## src/rtl/fpss_pkg.sv

```systemverilog
package fpss_pkg;
  typedef enum logic [2:0] {
    ST_IDLE,
    ST_START,
    ST_DATA,
    ST_TAIL,
    ST_STOP
  } fpss_state_e;
endpackage

```

## src/rtl/fpss_sclk_gen.sv

```systemverilog
module fpss_sclk_gen #(
  parameter int DIV_W = 8
) (
  input  logic             clk_i,
  input  logic             rst_ni,
  input  logic             run_i,
  input  logic [DIV_W-1:0] half_i,
  output logic             sclk_o,
  output logic             rise_o,
  output logic             fall_o
);
  logic [DIV_W-1:0] cnt_q;
  logic [DIV_W-1:0] lim;
  logic             tick;

  assign lim    = (half_i == '0) ? DIV_W'(1) : half_i;
  assign tick   = run_i && (cnt_q == lim - DIV_W'(1));
  assign rise_o = tick && !sclk_o;
  assign fall_o = tick && sclk_o;

  always_ff @(posedge clk_i or negedge rst_ni) begin
    if (!rst_ni) begin
      cnt_q  <= '0;
      sclk_o <= 1'b0;
    end else if (!run_i) begin
      cnt_q  <= '0;
      sclk_o <= 1'b0;
    end else if (tick) begin
      cnt_q  <= '0;
      sclk_o <= ~sclk_o;
    end else begin
      cnt_q  <= cnt_q + DIV_W'(1);
    end
  end
endmodule

```

## src/rtl/fpss_tx.sv

```systemverilog
module fpss_tx #(
  parameter int DATA_W = 32,
  parameter int LEN_W  = 6
) (
  input  logic              clk_i,
  input  logic              rst_ni,
  input  logic              clr_i,
  input  logic              rise_i,
  input  logic              shift_i,
  input  logic              load_i,
  input  logic              tail_i,
  input  logic              hold_last_i,
  input  logic [LEN_W-1:0]  len_i,
  input  logic [DATA_W-1:0] data_i,
  output logic              txd_o
);
  logic [DATA_W-1:0] sh_q;
  logic [LEN_W-1:0]  pad;

  // left-justify so the word MSB sits at the top of the shifter
  assign pad = LEN_W'(DATA_W) - len_i;

  always_ff @(posedge clk_i or negedge rst_ni) begin
    if (!rst_ni) begin
      sh_q  <= '0;
      txd_o <= 1'b0;
    end else if (clr_i) begin
      sh_q  <= '0;
      txd_o <= 1'b0;
    end else if (rise_i) begin
      if (shift_i) begin
        txd_o <= sh_q[DATA_W-1];
        sh_q  <= sh_q << 1;
      end else if (tail_i && !hold_last_i) begin
        txd_o <= 1'b0;
      end
      // load during the frame pulse period, overriding the shift on the LSB edge
      if (load_i) sh_q <= data_i << pad;
    end
  end
endmodule

```

## src/rtl/fpss_rx.sv

```systemverilog
module fpss_rx #(
  parameter int DATA_W = 32,
  parameter int LEN_W  = 6
) (
  input  logic              clk_i,
  input  logic              rst_ni,
  input  logic              clr_i,
  input  logic              rise_i,
  input  logic              fall_i,
  input  logic              arm_i,
  input  logic              rxd_i,
  input  logic              full_i,
  input  logic [LEN_W-1:0]  len_i,
  output logic [DATA_W-1:0] data_o,
  output logic              valid_o,
  output logic              overrun_o
);
  logic [DATA_W-1:0] sh_q;
  logic [DATA_W:0]   mask_ext;
  logic [LEN_W-1:0]  cnt_q;
  logic              pend_q;
  logic              done_q;

  assign mask_ext = ((DATA_W+1)'(1) << len_i) - (DATA_W+1)'(1);

  always_ff @(posedge clk_i or negedge rst_ni) begin
    if (!rst_ni) begin
      sh_q      <= '0;
      cnt_q     <= '0;
      pend_q    <= 1'b0;
      done_q    <= 1'b0;
      data_o    <= '0;
      valid_o   <= 1'b0;
      overrun_o <= 1'b0;
    end else if (clr_i) begin
      sh_q      <= '0;
      cnt_q     <= '0;
      pend_q    <= 1'b0;
      done_q    <= 1'b0;
      data_o    <= '0;
      valid_o   <= 1'b0;
      overrun_o <= 1'b0;
    end else begin
      valid_o <= 1'b0;
      if (fall_i && pend_q) begin
        sh_q <= {sh_q[DATA_W-2:0], rxd_i};
        if (cnt_q == len_i - LEN_W'(1)) begin
          cnt_q  <= '0;
          done_q <= 1'b1;
        end else begin
          cnt_q <= cnt_q + LEN_W'(1);
        end
      end
      if (rise_i) begin
        pend_q <= arm_i;
        if (done_q) begin
          done_q <= 1'b0;
          if (full_i) begin
            overrun_o <= 1'b1;
          end else begin
            valid_o <= 1'b1;
            data_o  <= sh_q & mask_ext[DATA_W-1:0];
          end
        end
      end
    end
  end
endmodule

```

## src/rtl/fpss_master.sv

```systemverilog
module fpss_master
  import fpss_pkg::*;
#(
  parameter  int DATA_W = 32,
  parameter  int DIV_W  = 8,
  localparam int LEN_W  = $clog2(DATA_W + 1)
) (
  input  logic              clk_i,
  input  logic              rst_ni,
  input  logic              enable_i,
  input  logic              hold_last_i,
  input  logic [LEN_W-1:0]  word_len_i,
  input  logic [DIV_W-1:0]  clk_div_i,
  input  logic [DATA_W-1:0] tx_data_i,
  input  logic              tx_valid_i,
  output logic              tx_ready_o,
  output logic [DATA_W-1:0] rx_data_o,
  output logic              rx_valid_o,
  input  logic              rx_full_i,
  output logic              rx_overrun_o,
  output logic              sclk_o,
  output logic              fsync_o,
  output logic              txd_o,
  input  logic              rxd_i
);
  fpss_state_e      state_q;
  logic [LEN_W-1:0] bits_q;
  logic [LEN_W-1:0] len;
  logic             run, rise, fall, last_bit, pop, in_data;

  assign len = (word_len_i < LEN_W'(4))      ? LEN_W'(4) :
               (word_len_i > LEN_W'(DATA_W)) ? LEN_W'(DATA_W) : word_len_i;

  assign run        = enable_i && (state_q != ST_IDLE);
  assign in_data    = (state_q == ST_DATA);
  assign last_bit   = in_data && (bits_q == LEN_W'(1));
  assign tx_ready_o = enable_i && rise && ((state_q == ST_START) || last_bit);
  assign pop        = tx_ready_o && tx_valid_i;

  always_ff @(posedge clk_i or negedge rst_ni) begin
    if (!rst_ni) begin
      state_q <= ST_IDLE;
      bits_q  <= '0;
      fsync_o <= 1'b0;
    end else if (!enable_i) begin
      state_q <= ST_IDLE;
      bits_q  <= '0;
      fsync_o <= 1'b0;
    end else begin
      unique case (state_q)
        ST_IDLE: if (tx_valid_i) state_q <= ST_START;
        ST_START: if (rise) begin
          if (pop) begin
            fsync_o <= 1'b1;
            bits_q  <= len;
            state_q <= ST_DATA;
          end else begin
            state_q <= ST_STOP;
          end
        end
        ST_DATA: if (rise) begin
          fsync_o <= 1'b0;
          bits_q  <= bits_q - LEN_W'(1);
          if (last_bit) begin
            if (pop) begin
              fsync_o <= 1'b1;
              bits_q  <= len;
            end else begin
              state_q <= ST_TAIL;
            end
          end
        end
        ST_TAIL: if (rise) state_q <= ST_STOP;
        ST_STOP: if (fall) state_q <= ST_IDLE;
        default: state_q <= ST_IDLE;
      endcase
    end
  end

  fpss_sclk_gen #(.DIV_W(DIV_W)) u_sclk (
    .clk_i  (clk_i),
    .rst_ni (rst_ni),
    .run_i  (run),
    .half_i (clk_div_i),
    .sclk_o (sclk_o),
    .rise_o (rise),
    .fall_o (fall)
  );

  fpss_tx #(.DATA_W(DATA_W), .LEN_W(LEN_W)) u_tx (
    .clk_i       (clk_i),
    .rst_ni      (rst_ni),
    .clr_i       (!enable_i),
    .rise_i      (rise),
    .shift_i     (in_data),
    .load_i      (pop),
    .tail_i      (state_q == ST_TAIL),
    .hold_last_i (hold_last_i),
    .len_i       (len),
    .data_i      (tx_data_i),
    .txd_o       (txd_o)
  );

  fpss_rx #(.DATA_W(DATA_W), .LEN_W(LEN_W)) u_rx (
    .clk_i     (clk_i),
    .rst_ni    (rst_ni),
    .clr_i     (!enable_i),
    .rise_i    (rise),
    .fall_i    (fall),
    .arm_i     (in_data),
    .rxd_i     (rxd_i),
    .full_i    (rx_full_i),
    .len_i     (len),
    .data_o    (rx_data_o),
    .valid_o   (rx_valid_o),
    .overrun_o (rx_overrun_o)
  );

  p_idle_low_r1: assert property (@(posedge clk_i) disable iff (!rst_ni)
    (state_q == ST_IDLE) |-> !sclk_o);

  p_fsync_on_rise_r2: assert property (@(posedge clk_i) disable iff (!rst_ni)
    $rose(fsync_o) |-> $rose(sclk_o));

  p_fsync_one_period_r2: assert property (@(posedge clk_i) disable iff (!rst_ni)
    ($rose(sclk_o) && $past(fsync_o)) |-> !fsync_o);

  p_txd_on_rise_r3: assert property (@(posedge clk_i) disable iff (!rst_ni)
    (enable_i && $past(enable_i) && !$stable(txd_o)) |-> $rose(sclk_o));

  p_push_on_rise_r6: assert property (@(posedge clk_i) disable iff (!rst_ni)
    rx_valid_o |-> $rose(sclk_o));

  p_quiet_when_off_r8: assert property (@(posedge clk_i) disable iff (!rst_ni)
    !enable_i |=> (!txd_o && !sclk_o && !fsync_o));

  p_overrun_sticky_r9: assert property (@(posedge clk_i) disable iff (!rst_ni)
    ($past(rx_overrun_o) && $past(enable_i)) |-> rx_overrun_o);

  p_pop_frames_r10: assert property (@(posedge clk_i) disable iff (!rst_ni)
    (tx_ready_o && tx_valid_i) |=> (fsync_o && sclk_o));
endmodule

```

## config.mk

```make
export PLATFORM = sky130hd
export DESIGN_NAME = fpss_master
export DESIGN_NICKNAME = d
export VERILOG_FILES = /design/src/rtl/fpss_pkg.sv /design/src/rtl/fpss_sclk_gen.sv /design/src/rtl/fpss_tx.sv /design/src/rtl/fpss_rx.sv /design/src/rtl/fpss_master.sv
export SDC_FILE = /design/constraint.sdc
export NUM_CORES = 1
export LEC_CHECK = 0
export ABC_CLOCK_PERIOD_IN_PS = 13810
export BUFFER_PORTS_ARGS = -buffer_cell sky130_fd_sc_hd__buf_2
export CORE_UTILIZATION = 50
export CTS_BUF_LIST = sky130_fd_sc_hd__clkbuf_8
export DETAILED_ROUTE_END_ITERATION = 10
export GPL_TIMING_DRIVEN = 0
export PLACE_DENSITY = 0.69
export SLEW_MARGIN = 10
export SYNTH_ARGS = -nofsm -noshare
export SYNTH_HDL_FRONTEND = slang
export SYNTH_HIERARCHICAL = 1
export SYNTH_SLANG_ARGS = --single-unit
```

## constraint.sdc

```tcl
create_clock -name clk_i -period 13.81 [get_ports clk_i]
set_input_delay 1.381 -clock clk_i [delete_from_list [all_inputs] [get_ports clk_i]]
set_output_delay 1.381 -clock clk_i [all_outputs]
set_load 0.02 [all_outputs]
```

==> results.txt, run 1 <==
Lkg Pwr -> 4.35 nW
syn avg cell area -> 8.70 um^2
core area -> 18000 um^2
TNS Setup -> 0 ps
Compound-Gate Fraction of Synth Area -> 22.5%
Post-Place Cells -> 1374
fmax -> 0.164 GHz
mux share of post-synthesis cell area -> 9.58%
CP arrival -> 6460 ps
CTS tree -> done
max-cap violations -> 0
slowest CP cell -> a2111oi_0
Root Driver -> clkbuf_8
Reg power frac -> 38.6%
die area -> 18900 um^2
Synthesis Warnings -> 6
routed wire length -> 26200 um
vias after detailed routing -> 8641
combinational fraction of design power -> 21.5%
RSZ-0062 raised after global routing -> false
count leader, synth -> nand2_1
GPL Wtd Cong -> 0.942
pin count of the biggest net entering global routing -> 74
Finished Layout Cells -> 1405
Synth-to-Final Area Change -> 13.6%
first-pass GRT wire length -> 41900 um
wire per inst -> 18.7 um
worst hold margin -> 493 ps
Row Count -> 49
Post-synth EDFFs -> 0
Max VDD drop -> 0.0622 mV
max incr delay on CP -> 740 ps
Final ANT Viol Nets -> 0
Post-Synth XOR/XNOR Area -> 3.82%
Worst-Margin Slew -> 1270 ps
status -> complete, no violations
fraction of registers with async set/reset -> 100%
Vias/cell -> 6.15
data required time at the worst endpoint -> 14160 ps
antenna diode count -> 0
dpl hpwl -> 19500 um
Cell Int Power -> 0.662 mW
Filler cells -> 1616
clock network power share -> 40.0%
DRC Markers -> 0
DIE HEIGHT -> 137 um
final period utilization -> 44.2%
Num CTS Buffers -> 17
IO Pins -> 91
die extent in x -> 137 um
Seq/Total Area, Yosys -> 34.4%
Cell Chain, Critical Path -> buf_2 > nor3_4 > a31oi_1 > ha_1 > xnor2_1 > o221ai_1 > nor3b_1 > nand4_1 > nor4b_2 > buf_4 > and4b_1 > o21ai_4 > a21oi_1 > clkbuf_1 > o21ai_0 > a2111oi_0 > a2111oi_1 > and3_1
syn_nets -> 1119
post-synthesis adder-cell area fraction -> 1.64%
Slew Viols, Final -> 0
initial drt markers -> 797
Post-Synthesis Cells -> 1054
Starting Density -> 51.0%
worst hold path type -> reg -> reg
Cell variety after synth -> 105
Psw -> 0.296 mW
post-synth top area share -> 34.4%
# clock sinks -> 126
Setup Fix Bufs, Post-CTS -> 0
Final Cell Area -> 10400 um^2
total track usage -> 28.8%
clk_skew -> 17.7 ps
switching part of the total -> 30.9%
Post-Synth Simple-Gate Area -> 22.9%
Final setup viols -> 0
final core utilization -> 58.0%
final hold violation count -> 0
Clock Pin Slew Worst Setup and Hold Paths -> 80 ps
worst setup path class -> in -> reg
Post-Place Cell Area -> 9950 um^2
main combinational cell family by area after synthesis -> simple AND/OR/NAND/NOR gates
nature of the critical path startpoint -> primary input
area leader, netlist -> dfrtp_1
layout cells sized above 1 -> 19.9%
Synth Flop Type -> dfrtp_1
Max clock buf depth -> 2
later-pin clock latency in the skew report -> 460 ps
critical path endpoint category -> register
Mapped Area -> 9170 um^2
IO buf count -> 89
vias in the first global route -> 7904
relative slew slack -> 15.1%
H-tree levels -> 4
Power Density -> 92.0 nW/um^2
Nets -> 1229
initial antenna violation count -> 0
Post-synth top cells -> 176 x nand2_1, 126 x dfrtp_1, 90 x a21oi_1, 88 x nor2_1, 41 x clkbuf_1
Area contributors post-synth -> dfrtp_1 34%, nand2_1 7.2%, a21oi_1 4.9%, mux4_2 4.2%, mux2i_1 3.9%
register bit total from synthesis -> 126
critical path fanouts, max -> 10
delay-heaviest family, CP -> compound AO/OA/AOI/OAI gates
grt ovf -> 0
Period minus WS final -> 6110 ps
sum of buffers and inverters on the critical path -> 3
hold buffers post-CTS -> 0
TritonRoute pass-1 iters -> 5
post-CTS sizing -> 0
## worst paths after layout
path	start	to	slack [ps]	depth (start not counted)
worst min register to register	u_rx/data_o[17]	u_rx/data_o[17]	490	1
min in group asynchronous	rst_ni	u_rx/data_o[19]	850	1
max in group asynchronous	rst_ni	u_tx/sh_q[31]	12220	2
worst max-delay path	clk_div_i[2]	u_tx/sh_q[28]	7700	18
worst max register to register	u_sclk/cnt_q[4]	u_tx/sh_q[28]	9160	14
worst min-delay path	u_rx/data_o[17]	u_rx/data_o[17]	490	1
## sequential cells by signal, indices dropped and copies added, names as in the netlist
name / cells
u_rx/pend_q: 1
u_rx/valid_o: 1
fsync_o: 1
u_sclk/sclk_o: 1
u_sclk/cnt_q: 8
u_rx/cnt_q: 6
state_q: 3
u_tx/sh_q: 32
u_rx/sh_q: 32
u_rx/data_o: 32
bits_q: 6
u_tx/txd_o: 1
u_rx/done_q: 1
u_rx/overrun_o: 1
## cell usage in the layout (no fill, tap or decap), types with 11 or more instances in the layout
cell type  count
nor2b_1       12
nand2b_1      12
a21oi_1       90
inv_1         14
clkbuf_1      41
ha_1          12
mux4_2        17
a221oi_1      14
a32o_1        16
xnor2_1       22
clkbuf_8      17
a31oi_1       11
a211oi_1      20
buf_2        107
o211ai_1      11
buf_6         12
xor2_1        18
nand3_1       39
a32oi_1       12
nand2_1      176
mux2i_1       36
dfrtp_1      126
nor3_1        28
o21ai_0       35
nor2_1        88
## per-stage QoR
stage	setup WS, ps	power [mW]
detailed placement	7300	0.578
global placement	5900	0.576
floorplan	7640	0.516
finish	7700	0.958
global route	7400	0.997
CTS	7760	0.962
## power by group through the flow
stage / clock [mW] / combinational (mW) / sequential [mW]
4_1_cts: 0.391 / 0.202 / 0.369
3_5_place_dp: 0 / 0.201 / 0.377
6_report: 0.383 / 0.206 / 0.369
5_1_grt: 0.406 / 0.222 / 0.370
3_3_place_gp: 0 / 0.199 / 0.377
2_1_floorplan: 0 / 0.139 / 0.377
## cell families (layout without fill, tap and decap cells)
family / after synthesis / count (layout)
buffers and inverters: 96 / 218
adders and majority gates: 12 / 12
AOI/OAI and AO/OA: 285 / 285
DFF: 126 / 126
muxes: 65 / 65
xor gates and xnor gates: 40 / 40
and+or+nand+nor: 430 / 430
## area by class of cell
type,count,area [um^2],share of cell area [%]
multi-input combinational,832,5540,53.2
sequential,126,3150,30.3
timing repair buffer,91,487,4.67
buffer,80,419,4.02
tap,229,287,2.75
clock buffer,17,234,2.25
clock inverter,14,231,2.22
inverter,16,60.1,0.577
## metal layers
metal  up-vias  track usage (%)  part of all wire, %
met3        43             5.00                  6.9
met4         0             8.61                  2.0
li1       4066                -                    -
met5         -                0                    0
met1      4194             42.2                   47
met2       338             42.9                   45
No activity file was read; power rests on OpenSTA's default activity.
==> inputs of run 2 (changes only) <==
- ABC_CLOCK_PERIOD_IN_PS: 13810 -> 5400
- PLACE_DENSITY: 0.69 -> 0.72
- clock period: 13.81 -> 5.4 ns (I/O delays scaled with it)
==> results.txt, run 2 (synthesis gave the netlist of run 1 again) <==
GPL Wtd Cong -> 0.955 (was 0.942)
max incr delay on CP -> 460 ps (was 740 ps)
max-cap violations -> 0 (unchanged)
Final ANT Viol Nets -> 0 (unchanged)
Final Cell Area -> 10400 um^2 (about the same)
final hold violation count -> 0 (unchanged)
fmax -> 0.196 GHz
layout cells sized above 1 -> 20.3% (was 19.9%)
Regs by FF count -> u_rx/data_o (32), u_rx/sh_q (32), u_tx/sh_q (32) (unchanged)
Row Count -> 49 (unchanged)
CP arrival -> 5450 ps (was 6460 ps)
final period utilization -> 94.3%
RSZ-0062 raised after global routing -> false (unchanged)
vias after detailed routing -> 8587 (was 8641)
initial drt markers -> 788 (was 797)
H-tree levels -> 4 (unchanged)
Nets -> 1229 (unchanged)
Worst-Margin Slew -> 1100 ps (was 1270 ps)
worst hold path type -> in -> async (was reg -> reg)
DRC Markers -> 0 (unchanged)
Final setup viols -> 0 (unchanged)
DIE HEIGHT -> 137 um (unchanged)
total track usage -> 28.5% (was 28.8%)
core area -> 18000 um^2 (unchanged)
data required time at the worst endpoint -> 5760 ps (was 14160 ps)
wire per inst -> 18.6 um (was 18.7 um)
worst hold margin -> 36.6 ps (was 493 ps)
most frequent cells in the layout -> 176 x nand2_1, 126 x dfrtp_1, 107 x buf_2, 90 x a21oi_1, 88 x nor2_1 (unchanged)
Max clock buf depth -> 2 (unchanged)
TritonRoute pass-1 iters -> 5 (unchanged)
Num CTS Buffers -> 17 (unchanged)
Root Driver -> clkbuf_8 (unchanged)
Cell Chain, Critical Path -> buf_2 > nor3_4 > a31oi_1 > ha_1 > xnor2_1 > o221ai_1 > nor3b_1 > nand4_1 > nor4b_4 > buf_4 > and4b_1 > o21ai_4 > a21oi_1 > clkbuf_1 > nand2b_1 > o31ai_4 > buf_2 > o211ai_1 > a311oi_1 (was buf_2 > nor3_4 > a31oi_1 > ha_1 > xnor2_1 > o221ai_1 > nor3b_1 > nand4_1 > nor4b_2 > buf_4 > and4b_1 > o21ai_4 > a21oi_1 > clkbuf_1 > o21ai_0 > a2111oi_0 > a2111oi_1 > and3_1)
initial antenna violation count -> 0 (unchanged)
die area -> 18900 um^2 (unchanged)
slowest CP cell -> nor4b_4 (was a2111oi_0)
commonest non-fill, non-tap cell in the layout -> nand2_1 (unchanged)
antenna diode count -> 0 (unchanged)
relative slew slack -> 26.7% (was 15.1%)
later-pin clock latency in the skew report -> 460 ps (about the same)
grt ovf -> 0 (unchanged)
hold buffers post-CTS -> 0 (unchanged)
die extent in x -> 137 um (unchanged)
nature of the critical path startpoint -> primary input (unchanged)
Max VDD drop -> 0.152 mV (was 0.0622 mV)
status -> complete, no violations (unchanged)
worst setup path class -> in -> reg (unchanged)
# clock sinks -> 126 (unchanged)
Power Density -> 223 nW/um^2 (was 92.0 nW/um^2)
Period minus WS final -> 5090 ps
critical path endpoint category -> register (unchanged)
Post-Place Cell Area -> 9950 um^2 (unchanged)
Lkg Pwr -> 4.33 nW (was 4.35 nW)
Finished Layout Cells -> 1406 (was 1405)
Slew Viols, Final -> 0 (unchanged)
IO Pins -> 91 (unchanged)
dpl hpwl -> 19200 um (was 19500 um)
clk_skew -> 10.4 ps (was 17.7 ps)
routed wire length -> 26100 um (was 26200 um)
vias in the first global route -> 7803 (was 7904)
first-pass GRT wire length -> 41200 um (was 41900 um)
Starting Density -> 51.0% (unchanged)
TNS Setup -> 0 ps (unchanged)
IO buf count -> 89 (unchanged)
CP most frequent cell -> buf_2
Vias/cell -> 6.11 (was 6.15)
Synth-to-Final Area Change -> 13.1% (was 13.6%)
pin count of the biggest net entering global routing -> 68 (was 74)
Post-Place Cells -> 1374 (unchanged)
critical path fanouts, max -> 10 (unchanged)
CTS tree -> done (unchanged)
Clock Pin Slew Worst Setup and Hold Paths -> 80 ps (about the same)
Setup Fix Bufs, Post-CTS -> 0 (unchanged)
Pwr Total -> 2.31 mW (was 0.958 mW)
## run 2: worst paths after layout
kind                                 start              end  slack (ps)  cells past startpoint
min reg2reg                u_rx/data_o[24]  u_rx/data_o[24]         490                      2
max                           clk_div_i[2]    u_tx/sh_q[24]         310                     19
max in group asynchronous           rst_ni    u_tx/sh_q[31]        4630                      2
max reg2reg                u_sclk/cnt_q[4]    u_tx/sh_q[24]         870                     15
min                                 rst_ni   u_rx/data_o[8]          40                      1
min in group clk_i                   rxd_i     u_rx/sh_q[0]         330                      3
## run 2: repair_timing
| action | in CTS | in global routing |
|---|---|---|
| endpoints found under the hold margin | 0 | 0 |
| resized for setup | 0 | 8 |
| setup endpoints to repair | 0 | 31 |
## run 2: layer usage
metal	global-route usage (%)	part of all wire, %	vias up
li1	-	-	4066
met5	0	0	-
met3	5.63	7.5	53
met2	42.6	44	357
met4	11.1	2.6	0
met1	40.3	46	4111
## run 2: layout make-up
cell class,instances,area [um^2]
well taps,229,287
fillers,1684,7600
multi-input cells,832,5560
plain buffers,80,422
clock buffers,18,248
inverters,16,60.1
flip-flops and latches,126,3150
clock inverters,14,148
repair buffers,91,487
## run 2: metrics by stage
step / setup slack [ps] / util, %
floorplan: 254 / -
global placement: -1560 / 55.1
detailed placement: -296 / 55.4
CTS: 154 / 57.6
global route: 23.4 / 57.7
finish: 309 / 57.7
## run 2: critical path, delay by kind of cell
family                     cells  cell delay [ps]
AOI/OAI and AO/OA              7             1600
xor gates and xnor gates       1              170
adders and majority gates      1              320
buffers and inverters          4             1070
and+or+nand+nor                6             1740
## run 2: power breakdown
group / internal, mW / switching [mW] / leakage, nW / total, mW
combinational: 0.192 / 0.339 / 2.37 / 0.530
clock: 0.395 / 0.441 / 0.206 / 0.837
sequential: 0.944 / 0.00108 / 1.76 / 0.945
total: 1.53 / 0.781 / 4.33 / 2.31
